## src/rtl/atom_pkg.sv

```systemverilog
package atom_pkg;

    typedef enum logic [2:0] {
        ST_IDLE  = 3'd0,
        ST_READ  = 3'd1,
        ST_CALC  = 3'd2,
        ST_WRITE = 3'd3,
        ST_DONE  = 3'd4
    } rmw_state_e;

    typedef enum logic [2:0] {
        AOP_ADD  = 3'd0,
        AOP_OR   = 3'd1,
        AOP_AND  = 3'd2,
        AOP_XOR  = 3'd3,
        AOP_SWAP = 3'd4,
        AOP_CAS  = 3'd5
    } atom_op_e;

    localparam logic [2:0] CLASS_STORE_REG = 3'b011;
    localparam logic [2:0] MODE_ATOMIC     = 3'b110;
    localparam logic [1:0] SIZE_WORD       = 2'b00;
    localparam logic [1:0] SIZE_DWORD      = 2'b11;

endpackage

```

## src/rtl/atom_decode.sv

```systemverilog
module atom_decode
    import atom_pkg::*;
#(
    parameter int OPC_W = 8,
    parameter int IMM_W = 32
) (
    input  logic [OPC_W-1:0] opcode,
    input  logic [IMM_W-1:0] imm,
    output logic             legal,
    output logic             is_dword,
    output logic             fetch,
    output atom_op_e         op
);
    logic opc_ok;
    logic imm_ok;
    logic hi_zero;

    assign hi_zero  = (imm[IMM_W-1:8] == '0);
    assign is_dword = (opcode[4:3] == SIZE_DWORD);
    assign fetch    = imm[0];

    always_comb begin
        opc_ok = (opcode[2:0] == CLASS_STORE_REG) &&
                 (opcode[7:5] == MODE_ATOMIC) &&
                 ((opcode[4:3] == SIZE_WORD) || (opcode[4:3] == SIZE_DWORD));
        imm_ok = 1'b1;
        op     = AOP_ADD;
        unique case (imm[7:1])
            7'h00: op = AOP_ADD;
            7'h20: op = AOP_OR;
            7'h28: op = AOP_AND;
            7'h50: op = AOP_XOR;
            7'h70: begin op = AOP_SWAP; imm_ok = imm[0]; end
            7'h78: begin op = AOP_CAS;  imm_ok = imm[0]; end
            default: imm_ok = 1'b0;
        endcase
        legal = opc_ok && imm_ok && hi_zero;
    end
endmodule

```

## src/rtl/atom_addr.sv

```systemverilog
module atom_addr #(
    parameter int ADDR_W = 64,
    parameter int OFF_W  = 16
) (
    input  logic [ADDR_W-1:0] base,
    input  logic [OFF_W-1:0]  offset,
    output logic [ADDR_W-1:0] addr
);
    localparam int EXT_W = ADDR_W - OFF_W;
    logic [ADDR_W-1:0] off_ext;

    assign off_ext = {{EXT_W{offset[OFF_W-1]}}, offset};
    assign addr    = base + off_ext;
endmodule

```

## src/rtl/atom_alu.sv

```systemverilog
module atom_alu
    import atom_pkg::*;
#(
    parameter int DATA_W = 64
) (
    input  atom_op_e          op,
    input  logic              is_dword,
    input  logic [DATA_W-1:0] old_val,
    input  logic [DATA_W-1:0] src,
    input  logic [DATA_W-1:0] cmp,
    output logic [DATA_W-1:0] new_val,
    output logic              do_write
);
    localparam int HALF_W = DATA_W / 2;
    logic [DATA_W-1:0] mask;
    logic [DATA_W-1:0] s_m;
    logic [DATA_W-1:0] c_m;
    logic [DATA_W-1:0] raw;

    assign mask = is_dword ? {DATA_W{1'b1}} : {{HALF_W{1'b0}}, {HALF_W{1'b1}}};
    assign s_m  = src & mask;
    assign c_m  = cmp & mask;

    always_comb begin
        raw      = s_m;
        do_write = 1'b1;
        unique case (op)
            AOP_ADD:  raw = old_val + s_m;
            AOP_OR:   raw = old_val | s_m;
            AOP_AND:  raw = old_val & s_m;
            AOP_XOR:  raw = old_val ^ s_m;
            AOP_SWAP: raw = s_m;
            AOP_CAS: begin
                raw      = s_m;
                do_write = (old_val == c_m);
            end
            default: raw = s_m;
        endcase
        new_val = raw & mask;
    end
endmodule

```

## src/rtl/atomic_rmw_unit.sv

```systemverilog
module atomic_rmw_unit
    import atom_pkg::*;
#(
    parameter int DATA_W = 64,
    parameter int ADDR_W = 64
) (
    input  logic              clk,
    input  logic              rst_n,
    input  logic              start,
    input  logic [7:0]        opcode,
    input  logic [31:0]       imm,
    input  logic [ADDR_W-1:0] base_addr,
    input  logic [15:0]       offset,
    input  logic [DATA_W-1:0] src_val,
    input  logic [DATA_W-1:0] r0_val,
    output logic              busy,
    output logic              done,
    output logic              illegal,
    output logic              lock,
    output logic              src_we,
    output logic [DATA_W-1:0] src_wdata,
    output logic              r0_we,
    output logic [DATA_W-1:0] r0_wdata,
    output logic              mem_req,
    output logic              mem_we,
    output logic              mem_dword,
    output logic [ADDR_W-1:0] mem_addr,
    output logic [DATA_W-1:0] mem_wdata,
    input  logic              mem_ready,
    input  logic [DATA_W-1:0] mem_rdata
);
    localparam int HALF_W = DATA_W / 2;

    rmw_state_e        state_q, state_d;
    atom_op_e          dec_op, op_q;
    logic              dec_legal, dec_dword, dec_fetch;
    logic [ADDR_W-1:0] eff_addr;
    logic              dword_q, fetch_q, illegal_q, wr_q;
    logic [ADDR_W-1:0] addr_q;
    logic [DATA_W-1:0] src_q, r0_q, old_q, new_q;
    logic [DATA_W-1:0] alu_new;
    logic              alu_wr;
    logic [DATA_W-1:0] rd_masked;

    atom_decode #(.OPC_W(8), .IMM_W(32)) u_dec (
        .opcode   (opcode),
        .imm      (imm),
        .legal    (dec_legal),
        .is_dword (dec_dword),
        .fetch    (dec_fetch),
        .op       (dec_op)
    );

    atom_addr #(.ADDR_W(ADDR_W), .OFF_W(16)) u_addr (
        .base   (base_addr),
        .offset (offset),
        .addr   (eff_addr)
    );

    atom_alu #(.DATA_W(DATA_W)) u_alu (
        .op       (op_q),
        .is_dword (dword_q),
        .old_val  (old_q),
        .src      (src_q),
        .cmp      (r0_q),
        .new_val  (alu_new),
        .do_write (alu_wr)
    );

    assign rd_masked = dword_q ? mem_rdata : {{HALF_W{1'b0}}, mem_rdata[HALF_W-1:0]};

    // next-state logic
    always_comb begin
        state_d = state_q;
        unique case (state_q)
            ST_IDLE:  if (start) state_d = dec_legal ? ST_READ : ST_DONE;
            ST_READ:  if (mem_ready) state_d = ST_CALC;
            ST_CALC:  state_d = alu_wr ? ST_WRITE : ST_DONE;
            ST_WRITE: if (mem_ready) state_d = ST_DONE;
            ST_DONE:  state_d = ST_IDLE;
            default:  state_d = ST_IDLE;
        endcase
    end

    // state and datapath registers
    always_ff @(posedge clk) begin
        if (!rst_n) begin
            state_q   <= ST_IDLE;
            op_q      <= AOP_ADD;
            dword_q   <= 1'b0;
            fetch_q   <= 1'b0;
            illegal_q <= 1'b0;
            wr_q      <= 1'b0;
            addr_q    <= '0;
            src_q     <= '0;
            r0_q      <= '0;
            old_q     <= '0;
            new_q     <= '0;
        end else begin
            state_q <= state_d;
            unique case (state_q)
                ST_IDLE: if (start) begin
                    op_q      <= dec_op;
                    dword_q   <= dec_dword;
                    fetch_q   <= dec_fetch;
                    illegal_q <= !dec_legal;
                    addr_q    <= eff_addr;
                    src_q     <= src_val;
                    r0_q      <= r0_val;
                end
                ST_READ: if (mem_ready) old_q <= rd_masked;
                ST_CALC: begin
                    new_q <= alu_new;
                    wr_q  <= alu_wr;
                end
                ST_WRITE: ;
                ST_DONE:  ;
                default:  ;
            endcase
        end
    end

    // outputs
    always_comb begin
        busy      = (state_q != ST_IDLE);
        lock      = (state_q == ST_READ) || (state_q == ST_CALC) || (state_q == ST_WRITE);
        mem_req   = (state_q == ST_READ) || (state_q == ST_WRITE);
        mem_we    = (state_q == ST_WRITE) && wr_q;
        mem_dword = dword_q;
        mem_addr  = addr_q;
        mem_wdata = new_q;
        done      = (state_q == ST_DONE);
        illegal   = done && illegal_q;
        src_we    = done && !illegal_q && fetch_q;
        r0_we     = done && !illegal_q && (op_q == AOP_CAS);
        src_wdata = old_q;
        r0_wdata  = old_q;
    end
endmodule

```

## config.mk

```make
export PLATFORM = sky130hd
export DESIGN_NAME = atomic_rmw_unit
export DESIGN_NICKNAME = d
export VERILOG_FILES = /design/src/rtl/atom_pkg.sv /design/src/rtl/atom_decode.sv /design/src/rtl/atom_addr.sv /design/src/rtl/atom_alu.sv /design/src/rtl/atomic_rmw_unit.sv
export SDC_FILE = /design/constraint.sdc
export NUM_CORES = 1
export LEC_CHECK = 0
export CAP_MARGIN = 20
export CORE_AREA = 2 2 223 225
export CTS_BUF_LIST = sky130_fd_sc_hd__clkbuf_16
export DETAILED_ROUTE_END_ITERATION = 12
export DIE_AREA = 0 0 225 227
export GPL_ROUTABILITY_DRIVEN = 0
export PLACE_DENSITY = 0.79
export SYNTH_ARGS = -nofsm -noshare
export SYNTH_HDL_FRONTEND = slang
export SYNTH_SLANG_ARGS = --single-unit
```

## constraint.sdc

```tcl
create_clock -name clk -period 6.7 [get_ports clk]
set_clock_uncertainty 0.15 [all_clocks]
set_input_delay 1.005 -clock clk [delete_from_list [all_inputs] [get_ports clk]]
set_output_delay 1.005 -clock clk [all_outputs]
set_load 0.005 [all_outputs]
```

==> results of run 1 <==
-- per-layer routing --
layer	wire, um	vias to the layer above	GRT usage [%]
met3	10000	210	9.09
met4	3930	16	13.6
met1	35800	12000	43.1
met5	103	-	0
met2	41400	1316	56.2
li1	-	12000	-
-- critical path: cells and delay by family --
kind | cells | cell delay (ns)
simple gates | 1 | 0.18
buf+inv | 2 | 0.54
fa+ha+maj | 2 | 0.57
compound gates | 10 | 2.52
-- worst max-delay path by stage --
stage	end	depth (start not counted)	startpoint
floorplan	mem_wdata[62]	19	mem_dword
global placement	mem_addr[40]	15	base_addr[0]
detailed placement	mem_addr[40]	15	base_addr[0]
CTS	mem_addr[40]	15	base_addr[0]
global route	mem_wdata[60]	14	r0_wdata[0]
finish	mem_addr[40]	15	base_addr[0]
-- power by group --
part | switching [mW] | internal [mW] | total, mW
logic | 0.517 | 0.485 | 1.00
registers | 0.0801 | 2.05 | 2.13
clock network | 0.907 | 1.30 | 2.21
total | 1.50 | 3.83 | 5.34
-- registers in the layout (all words and copies together), names as in the netlist, 3 cells and up --
| name | count |
|---|---|
| mem_addr | 64 |
| mem_wdata | 64 |
| op_q | 3 |
| r0_q | 64 |
| r0_wdata | 64 |
| src_q | 64 |
| state_q | 3 |
-- metrics by stage --
step / total power [mW] / worst slack [ns] / util, % / hold slack [ns]
6_report: 5.34 / 2.15 / 62.7 / 0.299
3_3_place_gp: 3.14 / 1.81 / 60.0 / 0.287
5_1_grt: 5.54 / 1.97 / 62.7 / 0.315
3_5_place_dp: 3.15 / 1.70 / 60.0 / 0.293
2_1_floorplan: 2.69 / 2.05 / - / 0.282
4_1_cts: 5.35 / 2.26 / 62.6 / 0.300
-- cell families after synthesis --
| kind of cell | Yosys count | synth area share (%) |
|---|---|---|
| flops | 330 | 28.0 |
| buf+inv | 482 | 8.70 |
| fa+ha+maj | 178 | 9.49 |
| mux | 53 | 3.52 |
| simple gates | 1093 | 20.3 |
| xor+xnor | 145 | 5.38 |
| compound gates | 957 | 24.7 |
-- cell type report --
type,instances,share of cell area [%]
multi-input combinational,2426,49.2
sequential,330,21.7
clock inverter,31,0.896
antenna,12,0.0987
clock buffer,41,3.37
timing repair buffer,601,19.6
tap,622,2.56
inverter,201,2.50
-- cell usage in the layout, fill, tap and decap left out, types with 43 or more instances in the layout --
| cell type | synthesis | routed |
|---|---|---|
| sky130_fd_sc_hd__nand2_1 | 649 | 648 |
| sky130_fd_sc_hd__clkdlybuf4s50_1 | 0 | 578 |
| sky130_fd_sc_hd__a21oi_1 | 439 | 439 |
| sky130_fd_sc_hd__dfxtp_1 | 330 | 326 |
| sky130_fd_sc_hd__inv_1 | 201 | 211 |
| sky130_fd_sc_hd__ha_1 | 176 | 176 |
| sky130_fd_sc_hd__o21ai_0 | 146 | 146 |
| sky130_fd_sc_hd__nor2_1 | 125 | 125 |
| sky130_fd_sc_hd__nand3_1 | 114 | 114 |
| sky130_fd_sc_hd__xnor2_1 | 84 | 84 |
| sky130_fd_sc_hd__a21o_1 | 61 | 61 |
| sky130_fd_sc_hd__xor2_1 | 61 | 61 |
| sky130_fd_sc_hd__nand4_1 | 43 | 43 |
==> implementation parameters, run 1 <==
Parameter                              Value

GRT
  Global-route wire length before repair ... 137 mm
  Initial antenna violation count ... 19
  Grt total ovfl ... 0
  Maximum number of pins on one net before global-route repair ... 176
  Global routing usage summed across all routing layers ... 34.3%
  Via count of the first global-routing pass ... 23.4k

Logic synthesis
  Yosys Warn Count ... 0
  Library cell with the highest instance count after synthesis ... sky130_fd_sc_hd__nand2_1
  Post-synth top cells ... 649 x sky130_fd_sc_hd__nand2_1, 439 x sky130_fd_sc_hd__a21oi_1, 330 x sky130_fd_sc_hd__dfxtp_1, 201 x sky130_fd_sc_hd__inv_1, 194 x sky130_fd_sc_hd__clkbuf_1
  Area share of the leading cell type in the synthesized netlist ... 28.0%
  Dominant synthesized flop cell ... sky130_fd_sc_hd__dfxtp_1
  Number of synthesized flops with an enable pin ... 0
  Total standard cell area after synthesis ... 23,600 um^2
  Mapped Cells ... 3,238
  Top area cells in the synthesized netlist ... sky130_fd_sc_hd__dfxtp_1 28%, sky130_fd_sc_hd__nand2_1 10%, sky130_fd_sc_hd__ha_1 9.3%
  Mapped Avg Cell Area ... 7.29 um^2
  Post-synthesis async set-or-reset flop share ... 0%
  Count of different cell masters after synthesis ... 82
  Share of the yosys chip area belonging to registers ... 28.0%
  Flops & latches, synth ... 330
  Cell type contributing the most total cell area after synthesis ... sky130_fd_sc_hd__dfxtp_1
  Synthesized netlist net count ... 3,732

Route
  Vias post-DR ... 25.5k
  Initial DRC count ... 2,567
  Drt wl/cell ... 21.4 um
  Via density ... 5.99
  Remaining routing DRC violations ... 0
  Number of routed nets with antenna violations ... 0
  Number of optimization iterations in the first detailed-route pass ... 8
  Wire length after detailed routing ... 91.3 mm

Critical path
  Arr. time, crit path ... 4.80 ns
  Register-to-register path setup slack ... 2.21 ns
  CP Cell Sequence ... clkdlybuf4s50_1 > ha_1 > inv_1 > fa_1 > nor2b_1 > o31ai_1 > a31oi_1 > a221oi_2 > o31ai_1 > a221o_1 > a221oi_2 > o21ai_1 > a31oi_1 > a41oi_1 > a21oi_1
  Worst setup EP type ... flop
  Endpoint of the most critical register-to-register path ... mem_wdata[61]
  Worst path required time ... 6.95 ns
  Worst flop-to-flop path startpoint ... mem_dword
  Slowest Stage Delay on Critical Path ... 0.55 ns
  Crit path max fanout ... 5
  Crit path max-delay cell type ... sky130_fd_sc_hd__o31ai_1
  Class of the most critical setup path ... primary input to flop
  Reg2Reg Depth ... 13
  Kind of start point of the critical path ... primary input

Die
  Starting Density ... 48.7%
  Chip Width ... 225 um
  I/O pin cnt ... 581
  Core outline area ... 48,500 um^2
  Die H ... 227 um
  Overall die area ... 51,100 um^2
  Number of standard-cell rows in the floorplan ... 81

Timing
  Unrepaired setup endpoints after global routing ... false
  Total Negative Setup Slacks ... 0 ns
  Transition time of the tightest slew-check pin ... 1.10 ns
  Fmax ... 220 MHz
  Pins Over Slew Limit ... 0
  Setup violation total in the final timing report ... 0
  Hold Vio Cnt, Final ... 0
  Ratio of final minimum period to clock period ... 68.0%
  Max-Slew Margin vs Limit ... 26.6%
  Post-layout minimum cycle time ... 4.55 ns

Clock tree
  Number of buffers inserted during clock tree synthesis ... 40
  Clock transition at the registers of the reported paths ... 0.06 ns
  Post-CTS setup buffers ... 0
  Latest clock arrival within the worst-skew pair ... 0.57 ns
  Number of hold buffers added after CTS ... 0
  CTS Root Buffer Type ... sky130_fd_sc_hd__clkbuf_16
  Number of resized instances in the post-cts repair step ... 0
  Number of buffers on the longest clock path ... 3
  Sink count of the clock tree ... 330
  Number of levels in the clock H-tree ... 2
  CTS tree ... yes

Place
  Cell area after placement ... 29,100 um^2
  Input/output buffers ... 580
  Placed cells ... 4,180
  Total half-perimeter wirelength after legalization and detailed placement ... 67.1 mm

Final layout
  Number of inserted filler cells in the final layout ... 4,399
  Combined area of the multi-input logic cells ... 15,000 um^2
  Share of final-layout standard cells stronger than drive strength 1 ... 3.72%
  Nets@finish ... 4,094
  Number of standard cells in the layout, taps in and fillers out ... 4,264
  Final instance area ... 30,400 um^2
  Area growth syn-to-layout ... 28.9%
  Register cell area after layout ... 6620 um^2

Worst hold path
  Hold-critical path depth ... 2
  Sink of the worst hold path ... mem_addr[6]
  Classification of the worst-slack hold path ... flop to flop
  Worst Hold Launch ... mem_addr[6]

Status
  Status ... finished, final reports clean

Power and ir drop
  PwrDens ... 175 nW/um^2
  Leakage ... 11.6 nW
  Maximum ir drop on the vdd rail ... 0.159 mV

Job
  Number of max-cap violations ... 0
(Power assumes the default switching activity.)
==> run 2: changes to the inputs <==
--- a/config.mk
+++ b/config.mk
@@ -6,12 +6,12 @@
 export NUM_CORES = 1
 export LEC_CHECK = 0
 export CAP_MARGIN = 20
-export CORE_AREA = 2 2 223 225
+export CORE_AREA = 2 2 225 227
 export CTS_BUF_LIST = sky130_fd_sc_hd__clkbuf_16
 export DETAILED_ROUTE_END_ITERATION = 12
-export DIE_AREA = 0 0 225 227
+export DIE_AREA = 0 0 227 229
 export GPL_ROUTABILITY_DRIVEN = 0
-export PLACE_DENSITY = 0.79
+export PLACE_DENSITY = 0.78
 export SYNTH_ARGS = -nofsm -noshare
 export SYNTH_HDL_FRONTEND = slang
 export SYNTH_SLANG_ARGS = --single-unit
==> constraint.sdc (replaced) <==
create_clock -name clk -period 4.7 [get_ports clk]
set_clock_uncertainty 0.15 [all_clocks]
set_input_delay 0.705 -clock clk [delete_from_list [all_inputs] [get_ports clk]]
set_output_delay 0.705 -clock clk [all_outputs]
set_load 0.005 [all_outputs]
==> implementation parameters, run 2 (synthesis gave the netlist of run 1 again) <==
Parameter                              Value

Timing
  Pins Over Slew Limit ... 0
  Hold Vio Cnt, Final ... 0
  Post-layout minimum cycle time ... 4.17 ns
  Ratio of final minimum period to clock period ... 88.7%
  Fmax ... 240 MHz
  Transition time of the tightest slew-check pin ... 0.900 ns
  Total Negative Setup Slacks ... 0 ns
  Max-Slew Margin vs Limit ... 39.8%
  Unrepaired setup endpoints after global routing ... false
  Setup violation total in the final timing report ... 0

GRT
  Maximum number of pins on one net before global-route repair ... 110
  Initial antenna violation count ... 18
  Global routing usage summed across all routing layers ... 34.3%
  Via count of the first global-routing pass ... 23.6k
  Grt total ovfl ... 0
  Global-route wire length before repair ... 139 mm

Clock tree
  Post-CTS setup buffers ... 0
  Number of buffers inserted during clock tree synthesis ... 39
  Number of resized instances in the post-cts repair step ... 0
  Sink count of the clock tree ... 330
  CTS tree ... yes
  Latest clock arrival within the worst-skew pair ... 0.57 ns
  CTS Root Buffer Type ... sky130_fd_sc_hd__clkbuf_16
  Number of buffers on the longest clock path ... 3
  Number of levels in the clock H-tree ... 2
  Clock transition at the registers of the reported paths ... 0.06 ns
  Number of hold buffers added after CTS ... 0

Power and ir drop
  Power share of the combinational group ... 19.1%
  Maximum ir drop on the vdd rail ... 0.234 mV
  P_sw ... 2.14 mW
  PwrDens ... 245 nW/um^2
  Share of total power consumed by net switching ... 28.3%
  Clock share of power ... 40.7%
  Internal power ... 5.42 mW
  Share of power burned in registers ... 40.2%
  Leakage ... 11.8 nW
  Power after layout ... 7.55 mW

Critical path
  Kind of start point of the critical path ... primary input
  Worst setup EP type ... flop
  Worst path required time ... 5.03 ns
  Class of the most critical setup path ... primary input to flop
  Crit path max fanout ... 7
  Arr. time, crit path ... 4.50 ns
  Reg2Reg Depth ... 13

Worst hold path
  Classification of the worst-slack hold path ... flop to flop
  Hold-critical path depth ... 2

Job
  Number of max-cap violations ... 0

Route
  Number of optimization iterations in the first detailed-route pass ... 6
  Via density ... 5.91
  Initial DRC count ... 2,565
  Wire length after detailed routing ... 92.4 mm
  Drt wl/cell ... 21.3 um
  Vias post-DR ... 25.7k
  Number of routed nets with antenna violations ... 0
  Remaining routing DRC violations ... 0

Place
  Input/output buffers ... 580
  Total half-perimeter wirelength after legalization and detailed placement ... 69.1 mm

Die
  Starting Density ... 47.6%
  Chip Width ... 227 um
  Overall die area ... 52,000 um^2
  Core outline area ... 49,700 um^2
  Number of standard-cell rows in the floorplan ... 82
  I/O pin cnt ... 581
  Die H ... 229 um

Final layout
  Most common library cell in the layout ignoring fill and taps ... sky130_fd_sc_hd__nand2_1
  Share of final-layout standard cells stronger than drive strength 1 ... 4.74%
  Number of inserted filler cells in the final layout ... 4,579
  Area growth syn-to-layout ... 30.3%
  Nets@finish ... 4,134
  Highest-count cells in the layout ignoring fill and taps ... 648 x sky130_fd_sc_hd__nand2_1, 578 x sky130_fd_sc_hd__clkdlybuf4s50_1, 439 x sky130_fd_sc_hd__a21oi_1

Status
  Status ... finished, final reports clean
-- run 2: changes by cell type in the layout (fill, tap and decap cells not counted), moves of 3 or more --
cell / previous run / this run
sky130_fd_sc_hd__clkinv_1: 7 / 11
sky130_fd_sc_hd__clkinvlp_4: 3 / 0
sky130_fd_sc_hd__buf_4: 19 / 59
sky130_fd_sc_hd__diode_2: 12 / 5
sky130_fd_sc_hd__inv_1: 211 / 207
-- run 2: routing by layer --
layer | track usage (%) | share of wire, % | vias to the layer above
li1 | - | - | 12100
met1 | 42.9 | 39 | 12000
met2 | 56.2 | 46 | 1286
met3 | 9.44 | 11 | 251
met4 | 12.7 | 4.1 | 24
met5 | 0 | 0.17 | -
-- run 2: critical path, stage by stage --
cell and delay (ns):
sky130_fd_sc_hd__clkdlybuf4s50_1 0.48, sky130_fd_sc_hd__ha_1 0.43, sky130_fd_sc_hd__nand2_1 0.14, sky130_fd_sc_hd__nor3_2 0.27, sky130_fd_sc_hd__nand3_1 0.18, sky130_fd_sc_hd__a2111oi_2 0.50
sky130_fd_sc_hd__o32a_2 0.29, sky130_fd_sc_hd__nand4_1 0.10, sky130_fd_sc_hd__a21o_1 0.28, sky130_fd_sc_hd__o41ai_2 0.30, sky130_fd_sc_hd__a31oi_1 0.17, sky130_fd_sc_hd__or4_1 0.56
sky130_fd_sc_hd__o211ai_1 0.10
-- run 2: final cells by class --
type	instances	area [um^2]	share of cell area, %
diodes	5	12.5	0.0407
clock buffers	41	1030	3.33
well taps	672	841	2.73
multi-input cells	2426	15000	48.7
repair buffers	642	6300	20.5
inverters	201	762	2.48
flip-flops and latches	330	6620	21.5
clock inverters	29	236	0.769
-- run 2: power by group through the flow --
stage          sequential [mW]  combinational [mW]  clock [mW]
2_1_floorplan             3.06               0.784           0
3_3_place_gp              3.09                1.40           0
3_5_place_dp              3.09                1.42           0
4_1_cts                   3.03                1.43        3.11
5_1_grt                   3.05                1.57        3.23
6_report                  3.04                1.44        3.08
-- run 2: metrics by stage --
| step | instances | worst slack, ns | util [%] | area (um^2) | hold WS, ns |
|---|---|---|---|---|---|
| floorplan | 3238 | 0.0508 | - | 23600 | 0.282 |
| finish | 4346 | 0.530 | 62.0 | 30800 | 0.299 |
| detailed placement | 4271 | 0.0996 | 59.4 | 29500 | 0.293 |
| CTS | 4341 | 0.624 | 61.9 | 30800 | 0.301 |
| global route | 4344 | 0.305 | 61.9 | 30800 | 0.317 |
| global placement | 4271 | 0.203 | 59.4 | 29500 | 0.288 |
-- run 2: final timing paths --
kind | start | endpoint | slack (ns)
max | base_addr[18] | mem_addr[57] | 0.53
min | mem_addr[11] | mem_addr[11] | 0.30
max reg2reg | r0_wdata[25] | mem_wdata[63] | 0.54
min reg2reg | mem_addr[11] | mem_addr[11] | 0.30
